$ cat src/rtl/wdec_pkg.sv
`timescale 1ns/1ps
package wdec_pkg;
    typedef enum logic {FWD_OFF = 1'b0, FWD_ON = 1'b1} fwd_state_t;
    localparam logic [1:0] CTRL_CODE_ON = 2'b01;
endpackage

$ cat src/rtl/wdec_cfg.sv
`timescale 1ns/1ps
module wdec_cfg
    import wdec_pkg::*;
#(
    parameter int DATA_W   = 32,
    parameter int NUM_WIN  = 32,
    parameter int CTRL_LSB = 7
) (
    input  logic               clk,
    input  logic               rst_n,
    input  logic               reg_wr,
    input  logic               reg_sel,
    input  logic [DATA_W-1:0]  reg_wdata,
    output logic [NUM_WIN-1:0] win_en,
    output logic               fwd_on
);
    localparam logic [NUM_WIN-1:0] EDGE_BITS =
        (NUM_WIN'(1) << (NUM_WIN - 1)) | NUM_WIN'(1);
    localparam logic [NUM_WIN-1:0] KEEP_MASK = ~EDGE_BITS;

    fwd_state_t st_q, st_d;
    logic [1:0] code;
    logic       ctrl_wr;

    assign code    = reg_wdata[CTRL_LSB +: 2];
    assign ctrl_wr = reg_wr && reg_sel;

    // next-state logic
    always_comb begin
        st_d = st_q;
        if (ctrl_wr) begin
            unique case (st_q)
                FWD_OFF: if (code == CTRL_CODE_ON) st_d = FWD_ON;
                FWD_ON:  if (code != CTRL_CODE_ON) st_d = FWD_OFF;
            endcase
        end
    end

    // state register
    always_ff @(posedge clk or negedge rst_n) begin
        if (!rst_n) st_q <= FWD_OFF;
        else        st_q <= st_d;
    end

    // outputs
    always_comb begin
        fwd_on = (st_q == FWD_ON);
    end

    // per-window enable word, edge windows cleared on write
    always_ff @(posedge clk or negedge rst_n) begin
        if (!rst_n)
            win_en <= '0;
        else if (reg_wr && !reg_sel)
            win_en <= reg_wdata[NUM_WIN-1:0] & KEEP_MASK;
    end

    assert_ctrl_off_R4: assert property (@(posedge clk) disable iff (!rst_n)
        (ctrl_wr && code != CTRL_CODE_ON) |=> !fwd_on);
    assert_ctrl_on_R4: assert property (@(posedge clk) disable iff (!rst_n)
        (ctrl_wr && code == CTRL_CODE_ON) |=> fwd_on);
    assert_hold_R10: assert property (@(posedge clk) disable iff (!rst_n)
        !ctrl_wr |=> $stable(fwd_on));
endmodule

$ cat src/rtl/wdec_match.sv
`timescale 1ns/1ps
module wdec_match #(
    parameter int ADDR_W    = 32,
    parameter int WIN_LOG2  = 5,
    parameter int WIN_SHIFT = 23
) (
    input  logic                  fwd_on,
    input  logic [(1<<WIN_LOG2)-1:0] win_en,
    input  logic [ADDR_W-1:0]     addr,
    output logic                  match,
    output logic [WIN_LOG2-1:0]   idx
);
    localparam int TAG_W = ADDR_W - WIN_SHIFT - WIN_LOG2;

    logic [TAG_W-1:0] tag;

    always_comb begin
        tag   = addr[ADDR_W-1 -: TAG_W];
        idx   = addr[WIN_SHIFT +: WIN_LOG2];
        match = fwd_on && (tag == {TAG_W{1'b1}}) && win_en[idx];
    end
endmodule

$ cat src/rtl/wdec_top.sv
`timescale 1ns/1ps
module wdec_top #(
    parameter int ADDR_W    = 32,
    parameter int WIN_LOG2  = 5,
    parameter int WIN_SHIFT = 23,
    parameter int CTRL_LSB  = 7
) (
    input  logic                clk,
    input  logic                rst_n,
    input  logic                reg_wr,
    input  logic                reg_sel,
    input  logic [ADDR_W-1:0]   reg_wdata,
    input  logic                addr_valid,
    input  logic [ADDR_W-1:0]   addr,
    output logic                hit,
    output logic [WIN_LOG2-1:0] win_idx
);
    localparam int NUM_WIN = 1 << WIN_LOG2;
    localparam int TAG_W   = ADDR_W - WIN_SHIFT - WIN_LOG2;

    logic [NUM_WIN-1:0]  win_en;
    logic                fwd_on;
    logic                match;
    logic [WIN_LOG2-1:0] idx;

    wdec_cfg #(
        .DATA_W  (ADDR_W),
        .NUM_WIN (NUM_WIN),
        .CTRL_LSB(CTRL_LSB)
    ) cfg_i (
        .clk      (clk),
        .rst_n    (rst_n),
        .reg_wr   (reg_wr),
        .reg_sel  (reg_sel),
        .reg_wdata(reg_wdata),
        .win_en   (win_en),
        .fwd_on   (fwd_on)
    );

    wdec_match #(
        .ADDR_W   (ADDR_W),
        .WIN_LOG2 (WIN_LOG2),
        .WIN_SHIFT(WIN_SHIFT)
    ) match_i (
        .fwd_on(fwd_on),
        .win_en(win_en),
        .addr  (addr),
        .match (match),
        .idx   (idx)
    );

    always_ff @(posedge clk or negedge rst_n) begin
        if (!rst_n) begin
            hit     <= 1'b0;
            win_idx <= '0;
        end else begin
            hit     <= addr_valid && match;
            win_idx <= (addr_valid && match) ? idx : '0;
        end
    end

    assert_edge_win_R3: assert property (@(posedge clk) disable iff (!rst_n)
        hit |-> (win_idx != '0 && win_idx != WIN_LOG2'(NUM_WIN - 1)));
    assert_latency_R6: assert property (@(posedge clk) disable iff (!rst_n)
        hit |-> $past(addr_valid));
    assert_region_R7: assert property (@(posedge clk) disable iff (!rst_n)
        hit |-> ($past(addr[ADDR_W-1 -: TAG_W]) == {TAG_W{1'b1}}));
    assert_idx_src_R2: assert property (@(posedge clk) disable iff (!rst_n)
        hit |-> (win_idx == $past(addr[WIN_SHIFT +: WIN_LOG2])));
    assert_idx_zero_R9: assert property (@(posedge clk) disable iff (!rst_n)
        !hit |-> (win_idx == '0));
endmodule

$ cat config.mk
export PLATFORM = sky130hd
export DESIGN_NAME = wdec_top
export DESIGN_NICKNAME = d
export VERILOG_FILES = /design/src/rtl/wdec_pkg.sv /design/src/rtl/wdec_cfg.sv /design/src/rtl/wdec_match.sv /design/src/rtl/wdec_top.sv
export SDC_FILE = /design/constraint.sdc
export NUM_CORES = 1
export LEC_CHECK = 0
export BUFFER_PORTS_ARGS = -buffer_cell sky130_fd_sc_hd__clkbuf_2
export CORE_MARGIN = 5
export CORE_UTILIZATION = 25
export CTS_BUF_LIST = sky130_fd_sc_hd__clkbuf_8
export DETAILED_ROUTE_END_ITERATION = 7
export PLACE_DENSITY_LB_ADDON = 0.15
export SETUP_SLACK_MARGIN = 0.5
export SLEW_MARGIN = 10
export SYNTH_ARGS = -nofsm -noshare
export SYNTH_HDL_FRONTEND = slang
export SYNTH_SLANG_ARGS = --single-unit
$ cat constraint.sdc
create_clock -name clk -period 1.82 [get_ports clk]
set_input_delay 0.091 -clock clk [delete_from_list [all_inputs] [get_ports clk]]
set_output_delay 0.091 -clock clk [all_outputs]
set_load 0.05 [all_outputs]
; ---- Word-level counts from Yosys, hierarchy flattened
; Cells that the tools add are included.
[word_totals]
wordCells = 21
register_bits = 37
out_inout_bits = 6
input_bits = 69
[classes]
order_cmp = 1
n_eq_ne = 3
bitwise_logic = 1
n_reduce_logical = 6
mux = 6
[op_table]
columns = op, count
row1 = less-than comparator 5 x 6 -> 1 bit (second input constant), 1
row2 = binary-select mux 1 bit (select 5 bit), 1
row3 = logical AND 1 bit, 5
row4 = 2-to-1 mux 5 bit, 1
row5 = equality test 4 bit (second input constant), 1
row6 = 2-to-1 mux 1 bit, 3
row7 = equality test 2 x 1 -> 1 bit (second input constant), 1
row8 = != test 2 x 1 -> 1 bit (second input constant), 1
row9 = case mux 1 bit (2 select lines), 1
row10 = logical NOT 1 bit, 1
row11 = NOT 1 bit, 1

; ---- Longest topological paths before layout
; Gate-level depths: netlist of the first run.
[logic_depth]
depth_word = 5
ltp_mapped = 5
ltp_nobuf = 4

; ---- By module
; From an unflattened synthesis of the first run, not the netlist that was laid out.
[unflattened]
hier_cells = 112
area_unflattened_um2 = 1781.7
[by_module_without_submodules]
columns = mod, instances, area_each_um2, seq_area_each_um2, cells_per_inst
row1 = wdec_cfg, 1, 1238.7, 775.7, 71
row2 = wdec_match, 1, 354.1, 0.0, 29
row3 = wdec_top, 1, 188.9, 150.1, 12

; ---- Worst setup path after synthesis of the first run
; No wires, ideal clock.
[synth_timing]
path_type = reg2reg
from = reg cfg_i.win_en[13]
to = reg win_idx[0]
slack_ns = 0.256
stages_incl_launch_ff = 5
setup_time_ns = 0.146
period_less_slack_ns = 1.564
t_required_ns = 1.674
path_buffers = 0
arrival_ns = 1.419
cell_sequence = dfrtp_1 > mux4_2 > o22a_2 > a221oi_4 > a211oi_1
[synth_via]
elab_chain_len = 5
[synth_lines]
columns = item, line
row1 = start: declaration, wdec_cfg.sv:14  ; output logic [NUM_WIN-1:0] win_en,
row2 = start signal: assignment, wdec_cfg.sv:55  ; win_en <= reg_wdata[NUM_WIN-1:0] & KEEP_MASK;
row3 = binary-select mux 1 bit (select 5 bit), wdec_match.sv:20  ; match = fwd_on && (tag == {TAG_W{1'b1}}) && win_en[idx];
row4 = 2-to-1 mux 1 bit (implied by the code), wdec_match.sv:20
row5 = logical AND 1 bit, wdec_match.sv:20
row6 = logical AND 1 bit, wdec_top.sv:58  ; win_idx <= (addr_valid && match) ? idx : '0;
row7 = 2-to-1 mux 5 bit, wdec_top.sv:58
row8 = end signal: assignment, wdec_top.sv:58
row9 = end: declaration, wdec_top.sv:16  ; output logic [WIN_LOG2-1:0] win_idx
; Every way passes these cells. The select of a mux whose other input is x is not followed.
; A chain may end at the register's enable or synchronous reset.

; ---- Worst setup path in the final report of the first run
[layout_timing]
from = reg cfg_i.win_en[13]
to = reg win_idx[1]
; Same word-level chain as after synthesis.

==> summary.txt, run 1 <==
Floorplanning
  • Die width: 92.7 µm
  • Die area: 0.00858 mm²
  • Die Y: 92.7 µm
  • Initial Util: 25.4%
  • Core Rows: 30
  • I/O pins: 75
  • Core ar.: 0.00672 mm²

Run status
  • Status: finished, final reports clean

Yosys
  • Top-count cell post-synth: dfrtp_1
  • Synth unique cells: 29
  • Syn nets: roughly 190
  • Synth Flop Type: dfrtp_1
  • Yosys warning count: 0
  • Post-synth top area share: between 50% and 60%
  • Leading area contributor after synthesis: dfrtp_1
  • Synth Register Bits: 37
  • Synthesized area: 0.00171 mm²
  • Register area share after synthesis: 54.2%
  • Synth area leaders: dfrtp_1 54%, mux2_2 22%, mux4_2 5.3%
  • Commonest cells post-synth: 37 x dfrtp_1, 34 x mux2_2, 6 x nand2_1
  • Synth Instances: between 100 and 150
  • Avg Cell Area, Syn: 14.0 µm²
  • Post-synth ARST share: 100%
  • Post-synth EDFFs: 0

STA
  • Min Tclk post-route: 1.65 ns
  • Clock skew: roughly 0.0074 ns
  • Worst hold slack: 0.0340 ns
  • Slew HR: 70.2%
  • RSZ-0062 raised after global routing: yes
  • Max Slew Vio Count: 0
  • Final TNS setup: 0 ns
  • Final Hold Vio Count: 0
  • Max Freq: between 600 and 700 MHz
  • Final period utilization: 90.9%
  • Final setup margin: approximately 0.17 ns
  • Worst Tran Pin Value: 0.445 ns
  • Final setup fails: 0

Final layout
  • Fin util: 32.6%
  • Ant. Diodes: 0
  • Final Non-Filler Cells: 260
  • Number of fillers in the final layout: between 600 and 700
  • Synth-to-Final Area Change: 28.1%
  • Fin area: between 0.002 and 0.0025 mm²
  • Ratio of cells with drive above 1 in the final layout: 59.4%
  • Final Net Count: 248

Global routing
  • Vias in the first global route: 1377
  • Grt ovf: 0
  • Initial antenna violation count: 0
  • First-pass GRT wire length: 6.55 mm
  • Largest net degree at the start of global routing: 31
  • GRT Total Usage: 9.83%

Routing
  • DR vias/cell: 4.37
  • Drt wl/cell: 14.7 µm
  • Drt drc: 0
  • First-pass detailed-route iteration total: 2
  • DRT antenna net count: 0
  • Initial DRC count: 18
  • Routed wire length: 3.81 mm
  • Vias: 1136

Pwr
  • Net Sw Power: between 0.4 and 0.5 mW
  • Pleak: 1.01 nW
  • Clock group share of total power: 29.0%
  • Switching Fraction: 25.0%
  • Pwr dens: 845 mW/mm²
  • Combinational Power Share: 18.3%
  • Sequential share of power: 52.7%
  • Tot Pwr: roughly 1.8 mW
  • Worst VDD drop: roughly 220 µV
  • Int Pwr: 1.39 mW

Clocking
  • CTS buffer count: 5
  • CTS tree: done
  • Root Driver: clkbuf_8
  • Number of post-CTS setup repair buffers: 0
  • CTS clock-pin slew for the worst setup and hold paths: about 0.070 ns
  • Clk_lat worst skew: 0.28 ns
  • H-Tree Level Count: 2
  • CTS sink cnt: 37
  • Clock Path Buffers: 2

Critical path
  • Crit end category: flop
  • CP max FO: 3
  • Worst setup path class: reg2reg
  • Reg2Reg Depth: 4
  • Critical Path RT: 1.96 ns
  • Crit path DAT: 1.79 ns
  • Critical Path Start Type: flop

Place
  • Post-Place Worst Slack: between 0.15 and 0.2 ns
  • Port bufs: 49
  • Dpl hpwl: around 3.0 mm
  • Placer Congestion: around 0.66
  • Placed Area: 0.00208 mm²
  • Placed cells: between 200 and 300

Hold path
  • Hold Path Stages: 2
  • HP Class: in2reg

Run
  • Maxcap violations: 0
## registers in the layout, indices dropped and copies added (netlist names)
signal        count
cfg_i.win_en     30
hit               1
cfg_i.fwd_on      1
win_idx           5
## final timing paths
kind	from	slack, ns	end
worst max-delay path	cfg_i.win_en[13]$_DFFE_PN0P_	0.17	win_idx[1]$_DFF_PN0_
max in group asynchronous	rst_n	1.04	cfg_i.win_en[23]$_DFFE_PN0P_
worst max register to register	cfg_i.win_en[13]$_DFFE_PN0P_	0.17	win_idx[1]$_DFF_PN0_
min in group asynchronous	rst_n	0.27	hit$_DFF_PN0_
worst min-delay path	reg_wdata[30]	0.03	cfg_i.win_en[30]$_DFFE_PN0P_
worst min register to register	cfg_i.win_en[16]$_DFFE_PN0P_	0.51	cfg_i.win_en[16]$_DFFE_PN0P_
## power by group through the flow
stage	clock, mW	sequential [mW]	combinational (mW)
5_1_grt	0.605	0.989	0.379
3_3_place_gp	0	0.986	0.328
2_1_floorplan	0	0.973	0.230
4_1_cts	0.566	0.977	0.341
3_5_place_dp	0	0.993	0.338
6_report	0.536	0.974	0.339
## metal layers
| layer | vias up | track usage, % | routed length [µm] |
|---|---|---|---|
| met4 | 0 | 3.66 | 49 |
| met1 | 542 | 11.5 | 1590 |
| li1 | 558 | - | - |
| met2 | 32 | 16.4 | 1920 |
| met3 | 4 | 3.57 | 249 |
| met5 | - | 0 | 0 |
## worst max-delay path, stage by stage (launching register included)
cell and delay (ns):
dfrtp_1 0.39, mux4_2 0.48, o22a_4 0.26, a221oi_4 0.30, a211oi_1 0.08
## kinds of logic after synthesis
family          after synthesis  synth area share [%]
compound gates               13                  6.52
simple gates                 19                  5.49
buf+inv                      10                  2.86
mux                          43                  30.9
flops                        37                  54.2
## layout by cell type (no fill, tap or decap), types with 4 or more instances in the layout
cell type  instances
buf_4              6
inv_1              5
mux2i_1            4
mux4_2             4
nand2_1            6
dfrtp_1           37
mux2_2            33
clkbuf_2          49
clkbuf_8           5
nor2_1             4
## final cells by class
cell class,count,area [µm²],share of cell area (%)
Clock buffer,5,68.8,3.15
Clock inverter,3,13.8,0.629
Inverter,4,15.0,0.686
Multi-Input combinational cell,75,763,34.9
Sequential cell,37,926,42.3
Tap cell,80,100,4.58
Timing Repair Buffer,56,300,13.7
## timing repair
action / 4_1_cts / 5_1_grt
gates cloned: 0 / 0
hold endpoints to repair: 14 / 0
setup endpoints to repair: 6 / 6
pin swaps: 1 / 1
hold buffers: 1 / 0
gates resized for setup: 0 / 2
Note: power is estimated with default switching activity, not from simulation.
==> run 2: changes to the inputs <==
--- a/config.mk
+++ b/config.mk
@@ -5,8 +5,8 @@
 export SDC_FILE = /design/constraint.sdc
 export NUM_CORES = 1
 export LEC_CHECK = 0
+export ABC_AREA = 1
 export BUFFER_PORTS_ARGS = -buffer_cell sky130_fd_sc_hd__clkbuf_2
-export CORE_MARGIN = 5
 export CORE_UTILIZATION = 25
 export CTS_BUF_LIST = sky130_fd_sc_hd__clkbuf_8
 export DETAILED_ROUTE_END_ITERATION = 7
==> run 2 against run 1 <==
Against the previous run: sequential power decreased by 3.3%; sequential share of layout area increased by 0.47 points; highest routed layer unchanged; die area decreased by 15%; flip-flop and latch count unchanged; global-route usage increased by 2.4 points; core utilization decreased by 0.53 points; largest power group unchanged; register-to-register slack improved by 0.46 ns; non-clock buffer count decreased by 2; critical endpoint is now win_idx[3]$_DFF_PN0_.
==> summary.txt, run 2 <==
Clocking
  • CTS sink cnt: 37 (unchanged)
  • Cts hold-fix bufs: 2 (+1)
  • CTS clock-pin slew for the worst setup and hold paths: 0.07 ns (about the same)
  • Number of post-CTS setup repair buffers: 0 (unchanged)
  • Clock Path Buffers: 2 (unchanged)
  • Cts repair resizes: 0 (unchanged)
  • CTS tree: done
  • CTS buffer count: 5 (unchanged)
  • Root Driver: clkbuf_8
  • Clk_lat worst skew: 0.29 ns (about the same)
  • H-Tree Level Count: 2 (unchanged)

Hold path
  • HP Class: in2reg
  • Hold Path Stages: 2 (unchanged)

Yosys
  • Synthesized area: 0.00174 mm² (+1.8%)
  • Top-count cell post-synth: dfrtp_1
  • Leading area contributor after synthesis: dfrtp_1
  • Multiplexer share of the synthesized area: 5.83% (-25 points)
  • Commonest cells post-synth: 37 x dfrtp_1, 34 x nand2_1, 29 x inv_1, 29 x nor2_1, 23 x nand3_1
  • Synth Area in Adders: 0% (unchanged)
  • Synth Instances: 202 (+66%)
  • Post-synth top area share: 53.3% (-0.94 points)
  • Post-synth EDFFs: 0 (unchanged)
  • Synth Flop Type: dfrtp_1
  • Register area share after synthesis: 53.3% (-0.94 points)
  • Synth unique cells: 17 (-41%)
  • XOR/XNOR Fraction of Synth Area: 0% (unchanged)
  • Avg Cell Area, Syn: 8.60 µm² (-39%)
  • Compound-Gate Fraction of Synth Area: 7.27% (+0.75 points)
  • Post-Synth Simple-Gate Area: 23.5% (+18 points)
  • Yosys warning count: 0 (unchanged)
  • Post-synth ARST share: 100% (unchanged)
  • Synth area leaders: dfrtp_1 53%, nand2_1 7.3%, nand3_1 6.6%
  • Syn nets: 271 (+42%)
  • Synth Register Bits: 37 (unchanged)
  • Largest family of logic cells by synthesized area: simple AND/OR/NAND/NOR gates

Routing
  • Drt drc: 0 (unchanged)
  • Initial DRC count: 35 (+17)
  • Drt wl/cell: 12.0 µm (-19%)
  • Vias: 1417 (+25%)
  • First-pass detailed-route iteration total: 4 (+2)
  • Routed wire length: 3.99 mm (+4.7%)
  • DR vias/cell: 4.24 (-2.9%)
  • DRT antenna net count: 0 (unchanged)

Floorplanning
  • Core Rows: 30 (unchanged)
  • Die Y: 85.4 µm (-7.9%)
  • Core ar.: 0.00676 mm² (+0.56%)
  • I/O pins: 75 (unchanged)
  • Initial Util: 25.7% (+0.30 points)
  • Die width: 85.4 µm (-7.9%)
  • Die area: 0.00729 mm² (-15%)

Final layout
  • Synth-to-Final Area Change: 24.5%
  • Final Net Count: 323 (+30%)
  • Largest register FFs: 30 (unchanged)
  • Commonest non-fill, non-tap cell in the layout: clkbuf_2
  • Fin area: 0.00216 mm² (-1.1%)
  • Top Registers: cfg_i.win_en (30), win_idx (5)
  • Commonest cells after routing, fill and taps aside: 49 x clkbuf_2, 37 x dfrtp_1, 34 x nand2_1
  • Ratio of cells with drive above 1 in the final layout: 28.7% (-31 points)
  • Most flop-heavy register: cfg_i.win_en
  • Ant. Diodes: 0 (unchanged)

Critical path
  • Crit path DAT: 1.41 ns (-0.38 ns)
  • Crit end category: flop
  • Critical Path Start Type: flop
  • CP peak stage delay: 0.32 ns (-0.16 ns)
  • Worst setup path class: reg2reg
  • Critical Path RT: 2.04 ns (+0.08 ns)
  • Reg2Reg Depth: 8 (+4)
  • Cell Chain, Critical Path: inv_1 -> o21ai_0 -> nand2_1 -> nand3_1 -> nand3_1 -> nand3_2 -> nand3_4 -> nor2_1
  • WP buf/inv: 1 (+1)
  • Worst path depth: 8 (+4)
  • Most used cell, CP: nand3_1
  • Slowest cell on the critical path: dfrtp_1
  • Delay-heaviest family, CP: simple AND/OR/NAND/NOR gates
  • CP max FO: 5 (+2)

Place
  • Placed Area: 0.00206 mm² (-1.3%)
  • Dpl hpwl: 2.91 mm (-3.6%)
  • Placer Congestion: 0.740 (+12%)
  • Port bufs: 49 (unchanged)

Global routing
  • GRT Total Usage: 12.2% (+2.4 points)
  • Initial antenna violation count: 0 (unchanged)
  • First-pass GRT wire length: 6.78 mm (+3.6%)
  • Grt ovf: 0 (unchanged)
  • Vias in the first global route: 1413 (+2.6%)
  • Largest net degree at the start of global routing: 29 (-6.5%)

STA
  • Final period utilization: 65.4% (-26 points)
  • Min Tclk post-route: 1.19 ns (-0.465 ns)
  • Max Freq: 841 MHz (+39%)
  • Final setup fails: 0 (unchanged)
  • Max Slew Vio Count: 0 (unchanged)
  • Clock skew: 0.00380 ns (-0.00364 ns)
  • Worst Tran Pin Value: 0.521 ns (+0.0760 ns)
  • Final Hold Vio Count: 0 (unchanged)
  • Slew HR: 65.2% (-5.0 points)
  • Final TNS setup: 0 ns (unchanged)
  • RSZ-0062 raised after global routing: no

Pwr
  • Pwr dens: 845 mW/mm² (about the same)
  • Worst VDD drop: 354 µV (+58%)
  • Pleak: 1.17 nW (+16%)

Run
  • Maxcap violations: 0 (unchanged)

Run status
  • Status: finished, final reports clean
-- run 2: cell types whose count changed in the layout (fill, tap and decap cells not counted), moves of 4 or more --
cell,before,now
a21oi_1,1,21
nor2_1,4,29
mux2i_1,4,0
mux2_2,33,9
buf_4,6,2
inv_1,5,30
nand3_1,0,23
nand2_1,6,34
mux4_2,4,0
-- run 2: area by class of cell --
| class | instances | area, µm² |
|---|---|---|
| multi-input cells | 126 | 636 |
| repair buffers | 54 | 300 |
| inverters | 30 | 115 |
| clock inverters | 1 | 3.75 |
| fillers | 753 | 4590 |
| well taps | 80 | 100 |
| flip-flops and latches | 37 | 926 |
| clock buffers | 6 | 82.6 |
-- run 2: report_power, final --
part | internal, mW | total [mW] | switching (mW)
Sequential | 0.912 | 0.942 | 0.0295
Clock | 0.295 | 0.577 | 0.282
Combinational | 0.134 | 0.309 | 0.175
Total | 1.34 | 1.83 | 0.487
-- run 2: stage by stage --
step / setup WS (ns) / power [mW] / std cells / hold slack (ns) / utilization, %
detailed placement: 0.410 / 1.27 / 325 / 0.0967 / 30.4
floorplan: 0.828 / 1.15 / 202 / -0.205 / -
finish: 0.631 / 1.83 / 334 / 0.0147 / 32.0
global placement: 0.419 / 1.27 / 325 / 0.100 / 30.4
CTS: 0.633 / 1.86 / 334 / 0.00684 / 32.0
global route: 0.518 / 1.94 / 334 / 0.0249 / 32.0
-- run 2: final timing paths --
kind                                              start                      endpoint  slack [ns]
max                        cfg_i.win_en[10]$_DFFE_PN0P_          win_idx[3]$_DFF_PN0_        0.63
min                                              reg_wr      cfg_i.fwd_on$_DFFE_PN0P_        0.01
max reg2reg                cfg_i.win_en[10]$_DFFE_PN0P_          win_idx[3]$_DFF_PN0_        0.63
min reg2reg                 cfg_i.win_en[8]$_DFFE_PN0P_   cfg_i.win_en[8]$_DFFE_PN0P_        0.49
max in group asynchronous                         rst_n  cfg_i.win_en[10]$_DFFE_PN0P_        1.03
min in group asynchronous                         rst_n                 hit$_DFF_PN0_        0.31
-- run 2: metal layers --
metal | track usage, % | part of all wire (%)
met1 | 16.2 | 48
met2 | 18.8 | 45
met3 | 3.40 | 5.2
met4 | 5.00 | 1.8
met5 | 0 | 0
-- run 2: kinds of logic (layout without fill, tap and decap cells) --
logic type / after synthesis / in the layout
buffers and inverters: 39 / 91
muxes: 9 / 9
AOI/OAI and AO/OA: 25 / 25
and+or+nand+nor: 92 / 92
DFF: 37 / 37
